File: config.mk
export PLATFORM = sky130hd
export DESIGN_NAME = ifs_status_unit
export DESIGN_NICKNAME = d
export VERILOG_FILES = /design/src/rtl/ifs_pkg.sv /design/src/rtl/ifs_fifo.sv /design/src/rtl/ifs_flag_bank.sv /design/src/rtl/ifs_irq_merge.sv /design/src/rtl/ifs_status_unit.sv
export SDC_FILE = /design/constraint.sdc
export NUM_CORES = 1
export LEC_CHECK = 0
export BUFFER_PORTS_ARGS = -buffer_cell sky130_fd_sc_hd__buf_2
export CORE_UTILIZATION = 52
export DETAILED_ROUTE_END_ITERATION = 12
export PLACE_DENSITY = 0.76
export SYNTH_ARGS = -nofsm -noshare
export SYNTH_HDL_FRONTEND = slang
export SYNTH_SLANG_ARGS = --single-unit
File: constraint.sdc
create_clock -name clk -period 2.4 [get_ports clk]
set_input_delay 0.24 -clock clk [delete_from_list [all_inputs] [get_ports clk]]
set_output_delay 0.24 -clock clk [all_outputs]
set_load 0.01 [all_outputs]
File: src/rtl/ifs_pkg.sv
package ifs_pkg;
  localparam int ST_W        = 11;
  localparam int ST_RX_UNDER = 0;
  localparam int ST_RX_OVER  = 1;
  localparam int ST_RX_FULL  = 2;
  localparam int ST_TX_OVER  = 3;
  localparam int ST_TX_EMPTY = 4;
  localparam int ST_TX_ABORT = 5;
  localparam int ST_ACTIVE   = 6;
  localparam int ST_RD_REQ   = 7;
  localparam int ST_RD_DONE  = 8;
  localparam int ST_START    = 9;
  localparam int ST_STOP     = 10;
  // bits that hold until cleared; the rest follow FIFO levels
  localparam logic [ST_W-1:0] ST_STICKY = 11'b111_1110_1011;
endpackage

File: src/rtl/ifs_fifo.sv
module ifs_fifo #(
  parameter int DW    = 8,
  parameter int DEPTH = 8
) (
  input  logic                         clk,
  input  logic                         rst_n,
  input  logic                         push,
  input  logic [DW-1:0]                wdata,
  input  logic                         pop,
  input  logic                         flush,
  output logic [DW-1:0]                head,
  output logic [$clog2(DEPTH+1)-1:0]   level,
  output logic                         full,
  output logic                         empty
);
  localparam int AW = $clog2(DEPTH);
  localparam int LW = $clog2(DEPTH+1);

  logic [DW-1:0] mem [DEPTH];
  logic [AW-1:0] wr_ptr_q, wr_ptr_d, rd_ptr_q, rd_ptr_d;
  logic [LW-1:0] cnt_q, cnt_d;
  logic          do_push, do_pop, wr_en;

  assign full  = (cnt_q == LW'(DEPTH));
  assign empty = (cnt_q == '0);
  assign head  = mem[rd_ptr_q];
  assign level = cnt_q;

  always_comb begin
    do_push  = push & ~full;
    do_pop   = pop & ~empty;
    wr_en    = do_push & ~flush;
    wr_ptr_d = wr_ptr_q;
    rd_ptr_d = rd_ptr_q;
    cnt_d    = cnt_q;
    if (flush) begin
      wr_ptr_d = '0;
      rd_ptr_d = '0;
      cnt_d    = '0;
    end else begin
      if (do_push) wr_ptr_d = wr_ptr_q + 1'b1;
      if (do_pop)  rd_ptr_d = rd_ptr_q + 1'b1;
      case ({do_push, do_pop})
        2'b10:   cnt_d = cnt_q + 1'b1;
        2'b01:   cnt_d = cnt_q - 1'b1;
        default: cnt_d = cnt_q;
      endcase
    end
  end

  always_ff @(posedge clk or negedge rst_n) begin
    if (!rst_n) begin
      wr_ptr_q <= '0;
      rd_ptr_q <= '0;
      cnt_q    <= '0;
    end else begin
      wr_ptr_q <= wr_ptr_d;
      rd_ptr_q <= rd_ptr_d;
      cnt_q    <= cnt_d;
    end
  end

  always_ff @(posedge clk) begin
    if (wr_en) mem[wr_ptr_q] <= wdata;
  end
endmodule

File: src/rtl/ifs_flag_bank.sv
module ifs_flag_bank #(
  parameter int           N    = 11,
  parameter logic [N-1:0] KEEP = '1
) (
  input  logic         clk,
  input  logic         rst_n,
  input  logic [N-1:0] set,
  input  logic [N-1:0] clr,
  input  logic [N-1:0] lvl,
  output logic [N-1:0] q
);
  for (genvar i = 0; i < N; i++) begin : g_bit
    if (KEEP[i]) begin : g_sticky
      logic flag_q, flag_en, unused_lvl;
      assign unused_lvl = lvl[i];
      assign flag_en = set[i] | clr[i];
      always_ff @(posedge clk or negedge rst_n) begin
        if (!rst_n)       flag_q <= 1'b0;
        else if (flag_en) flag_q <= set[i];
      end
      assign q[i] = flag_q;
    end else begin : g_live
      logic unused_sc;
      assign unused_sc = set[i] ^ clr[i];
      assign q[i] = lvl[i];
    end
  end
endmodule

File: src/rtl/ifs_irq_merge.sv
module ifs_irq_merge #(
  parameter int N = 11
) (
  input  logic         clk,
  input  logic         rst_n,
  input  logic [N-1:0] raw,
  input  logic [N-1:0] mask,
  output logic         irq
);
  logic irq_d, irq_q;

  always_comb irq_d = |(raw & mask);

  always_ff @(posedge clk or negedge rst_n) begin
    if (!rst_n) irq_q <= 1'b0;
    else        irq_q <= irq_d;
  end

  assign irq = irq_q;
endmodule

File: src/rtl/ifs_status_unit.sv
module ifs_status_unit
  import ifs_pkg::*;
#(
  parameter int DW    = 8,
  parameter int DEPTH = 8,
  parameter int THW   = 3
) (
  input  logic                       clk,
  input  logic                       rst_n,
  input  logic                       enable,
  input  logic [THW-1:0]             tx_thresh,
  input  logic [THW-1:0]             rx_thresh,
  input  logic [ST_W-1:0]            irq_mask,
  input  logic                       host_tx_wr,
  input  logic [DW-1:0]              host_tx_data,
  input  logic                       host_rx_rd,
  output logic [DW-1:0]              host_rx_data,
  input  logic                       eng_tx_pop,
  output logic [DW-1:0]              eng_tx_data,
  output logic                       eng_tx_avail,
  input  logic                       eng_rx_push,
  input  logic [DW-1:0]              eng_rx_data,
  input  logic                       ev_abort,
  input  logic                       ev_activity,
  input  logic                       ev_rd_req,
  input  logic                       ev_rd_done,
  input  logic                       ev_start,
  input  logic                       ev_stop,
  input  logic [ST_W-1:0]            clr_bits,
  input  logic                       clr_all,
  output logic [ST_W-1:0]            raw_status,
  output logic                       irq,
  output logic [$clog2(DEPTH+1)-1:0] tx_level,
  output logic [$clog2(DEPTH+1)-1:0] rx_level
);
  localparam int LW = $clog2(DEPTH+1);

  logic          tx_full, tx_empty, rx_full, rx_empty;
  logic [ST_W-1:0] set_v, clr_v, lvl_v;
  logic [ST_W-1:0] dis_v;

  ifs_fifo #(.DW(DW), .DEPTH(DEPTH)) u_txf (
    .clk(clk), .rst_n(rst_n),
    .push(host_tx_wr), .wdata(host_tx_data),
    .pop(eng_tx_pop), .flush(ev_abort),
    .head(eng_tx_data), .level(tx_level),
    .full(tx_full), .empty(tx_empty)
  );

  ifs_fifo #(.DW(DW), .DEPTH(DEPTH)) u_rxf (
    .clk(clk), .rst_n(rst_n),
    .push(eng_rx_push), .wdata(eng_rx_data),
    .pop(host_rx_rd), .flush(ev_abort),
    .head(host_rx_data), .level(rx_level),
    .full(rx_full), .empty(rx_empty)
  );

  assign eng_tx_avail = ~tx_empty;

  always_comb begin
    set_v              = '0;
    set_v[ST_RX_UNDER] = host_rx_rd & rx_empty;
    set_v[ST_RX_OVER]  = eng_rx_push & rx_full;
    set_v[ST_TX_OVER]  = host_tx_wr & tx_full;
    set_v[ST_TX_ABORT] = ev_abort;
    set_v[ST_ACTIVE]   = ev_activity;
    set_v[ST_RD_REQ]   = ev_rd_req;
    set_v[ST_RD_DONE]  = ev_rd_done;
    set_v[ST_START]    = ev_start;
    set_v[ST_STOP]     = ev_stop;

    dis_v            = '0;
    dis_v[ST_ACTIVE] = ~enable;
    clr_v            = clr_bits | {ST_W{clr_all}} | dis_v;

    lvl_v              = '0;
    lvl_v[ST_RX_FULL]  = (rx_level >= LW'(rx_thresh));
    lvl_v[ST_TX_EMPTY] = (tx_level <= LW'(tx_thresh));
  end

  ifs_flag_bank #(.N(ST_W), .KEEP(ST_STICKY)) u_flags (
    .clk(clk), .rst_n(rst_n),
    .set(set_v), .clr(clr_v), .lvl(lvl_v),
    .q(raw_status)
  );

  ifs_irq_merge #(.N(ST_W)) u_irq (
    .clk(clk), .rst_n(rst_n),
    .raw(raw_status), .mask(irq_mask),
    .irq(irq)
  );
endmodule

==> results.json <==
{
  "grt_max_degree": 31,
  "path_clk_slew_ns": 0.06,
  "synth_ff_type": "edfxtp_1",
  "cpPeakStageDelay_ns": 0.40,
  "setup.worst_path.class": "flip-flop to primary output",
  "finalHoldViolations": 0,
  "core_area_sq_mm": 0.0127,
  "p_leak_nw": 3.13,
  "place.gp.congestion": 0.768,
  "r2r-start": "u_txf.level[3]",
  "synthesis.nets": 493,
  "finalInstanceArea_sq_mm": 0.00831,
  "start_util": 0.539,
  "hold_slack_ns": 0.0279,
  "syn_area_per_cell_sq_um": 16.3,
  "finalSetupTns_ns": 0,
  "finalWirelength_um": 13700,
  "numCtsBuffers": 17,
  "async_flop_share": 0.190,
  "rows": 41,
  "area_growth_pct": 21.2,
  "grt_usage": 0.216,
  "crit_arrival_ns": 2.08,
  "insertion_delay_ns": 0.42,
  "die_x_um": 117,
  "cp_max_fo": 8,
  "post-route-util": 0.653,
  "route.detailed.drc": 0,
  "ys_types": 53,
  "grt_setup_unrepaired": "no",
  "irDropWorstVdd_mv": 0.627,
  "io_pins": 95,
  "grt_pass1_vias": 4076,
  "htree_levels": 4,
  "antenna_found_initial": 0,
  "drtIter0Drc": 338,
  "num_antenna_cells": 0,
  "io_buffers": 92,
  "setup_viol": 0,
  "path_delay_family": "compound AO/OA/AOI/OAI gates",
  "required_ns": 2.16,
  "hp-start": "ev_activity",
  "syn_inst": 421,
  "hp-class": "primary input to flip-flop",
  "syn_area_sq_mm": 0.00686,
  "nets": 607,
  "overflow": 0,
  "drive_above_1_share": 0.389,
  "end_kind": "primary output",
  "ys_warn_count": 0,
  "dieHeight_um": 117,
  "antenna_left": 0,
  "firstDrtPassIters": 5,
  "maxCapViolCount": 0,
  "drv_slew": 0,
  "final_cells": 719,
  "num_vias": 4051,
  "worstPathCellList": "buf_4, inv_2, ha_1, nand2b_1, a21o_1, a211o_1, buf_2",
  "fmax_mhz": 432,
  "cts_num_sinks": 158,
  "placedCellCount": 682,
  "cellPowerDensity_mw_per_mm2": 963,
  "crit_slowest_cell": "dfrtp_2",
  "ys_ff_latch": 158,
  "status": "finished, final reports clean",
  "tightestPinTransition_ns": 0.942,
  "post-dp-hpwl_um": 8580,
  "crit_start": "u_rxf.level[0]",
  "viasPerCell": 5.63,
  "grt_pass1_wl_um": 21100,
  "clockRootBuffer": "clkbuf_16",
  "num-fill-cells": 905,
  "wl_per_cell_um": 19.0,
  "maxSlewHeadroom": 0.369,
  "cts_tree": "yes",
  "cts_buffer_depth": 2,
  "crit_buf_inv": 3,
  "die-area_sq_mm": 0.0137,
  "clock-skew-final_ns": 0.00990,
  "finalCritPeriodShare": 0.965,
  "place_area_sq_mm": 0.00768,
  "start_kind": "flip-flop",
  "period_needed_ns": 2.32,
  "ys_seq_area_frac": 0.670,
  "synth_edf_count": 128
}
==> final cells by class <==
class,instances,area (sq um),share of cell area
Clock buffer,19,433,0.0521
Timing Repair Buffer,126,757,0.0911
Clock inverter,12,120,0.0145
Tap cell,172,215,0.0259
Inverter,13,51.3,0.00617
Sequential cell,158,4600,0.553
Multi-Input combinational cell,219,2140,0.257
==> routing by layer <==
layer | routed length, um | part of all wire | track usage
met1 | 5940 | 0.43 | 0.288
met2 | 6840 | 0.50 | 0.351
met3 | 764 | 0.056 | 0.0546
met4 | 144 | 0.011 | 0.0692
met5 | 0 | 0 | 0
==> cells in the mapped netlist, types with 5 or more instances <==
library cell / instances / share of area
mux2_2: 16 / 0.026
buf_4: 9 / 0.0098
mux4_2: 32 / 0.11
buf_1: 5 / 0.0027
clkbuf_1: 10 / 0.0055
o211ai_1: 5 / 0.0055
a21oi_1: 11 / 0.0080
buf_2: 7 / 0.0051
nand2_1: 11 / 0.0060
nor2_1: 36 / 0.020
o21ai_0: 6 / 0.0044
nand3_1: 8 / 0.0058
inv_1: 13 / 0.0071
xor2_1: 10 / 0.013
nor3_1: 8 / 0.0058
edfxtp_1: 128 / 0.56
a21o_1: 6 / 0.0066
ha_1: 14 / 0.026
dfrtp_1: 30 / 0.11
nand2b_1: 5 / 0.0046
==> what timing repair did <==
| item | CTS | global route |
|---|---|---|
| setup endpoints to repair | 1 | 5 |
| hold buffers | 5 | 0 |
| hold endpoints to repair | 34 | 0 |
| resized for setup | 1 | 5 |
| setup buffers | 0 | 1 |
| pin swaps | 0 | 1 |
==> worst paths after layout <==
kind,end,cells past startpoint,slack (ns)
min in group asynchronous,u_flags.g_bit[0].g_sticky.flag_q,2,0.40
min,u_flags.g_bit[6].g_sticky.flag_q,2,0.03
min reg2reg,u_flags.g_bit[9].g_sticky.flag_q,1,0.51
max reg2reg,u_txf.level[3],8,0.10
max in group asynchronous,u_rxf.level[0],2,1.52
max,raw_status[2],7,0.08
==> where the power goes <==
part | leakage [nW] | switching, mW | internal, mW
combinational | 1.33 | 1.12 | 1.11
clock | 0.260 | 1.00 | 1.51
sequential | 1.54 | 0.111 | 3.14
total | 3.13 | 2.24 | 5.77
==> stage by stage <==
| step | power, mW | setup slack (ns) |
|---|---|---|
| floorplan | 4.83 | -0.0508 |
| global placement | 5.41 | 0.157 |
| detailed placement | 5.49 | 0.103 |
| CTS | 8.03 | 0.0302 |
| global route | 8.38 | 0.00380 |
| finish | 8.00 | 0.0841 |
==> registers in the layout, indices dropped and copies added, names as in the netlist <==
register and count:
u_rxf.wr_ptr_q 3, u_irq.irq 1, u_txf.rd_ptr_q 3, u_rxf.mem 64, u_txf.wr_ptr_q 3, u_txf.level 4, u_txf.mem 64, u_rxf.rd_ptr_q 3
u_rxf.level 4, u_flags.g_bit.g_sticky.flag_q 9
==> logic make-up after synthesis <==
logic type,after synthesis,share of synthesized area
AO/OA/AOI/OAI,57,0.0611
buffers and inverters,44,0.0303
AND/OR/NAND/NOR,84,0.0595
multiplexers,52,0.139
XOR/XNOR,12,0.0153
adder cells (fa/ha/maj),14,0.0255
flip-flops,158,0.670
==> layout by cell type, fill, tap and decap left out, drive strengths merged, types with 6 or more instances in the layout <==
cell and count:
a21oi 11, nand2 11, ha 14, inv 15
edfxtp 128, a21o 6, clkbuf 19, o21ai 6
xor2 10, buf 121, dfrtp 30, mux4 32
nor2 36, nor3 8, mux2 18, nand3 8
No activity file was read; power rests on OpenSTA's default activity.
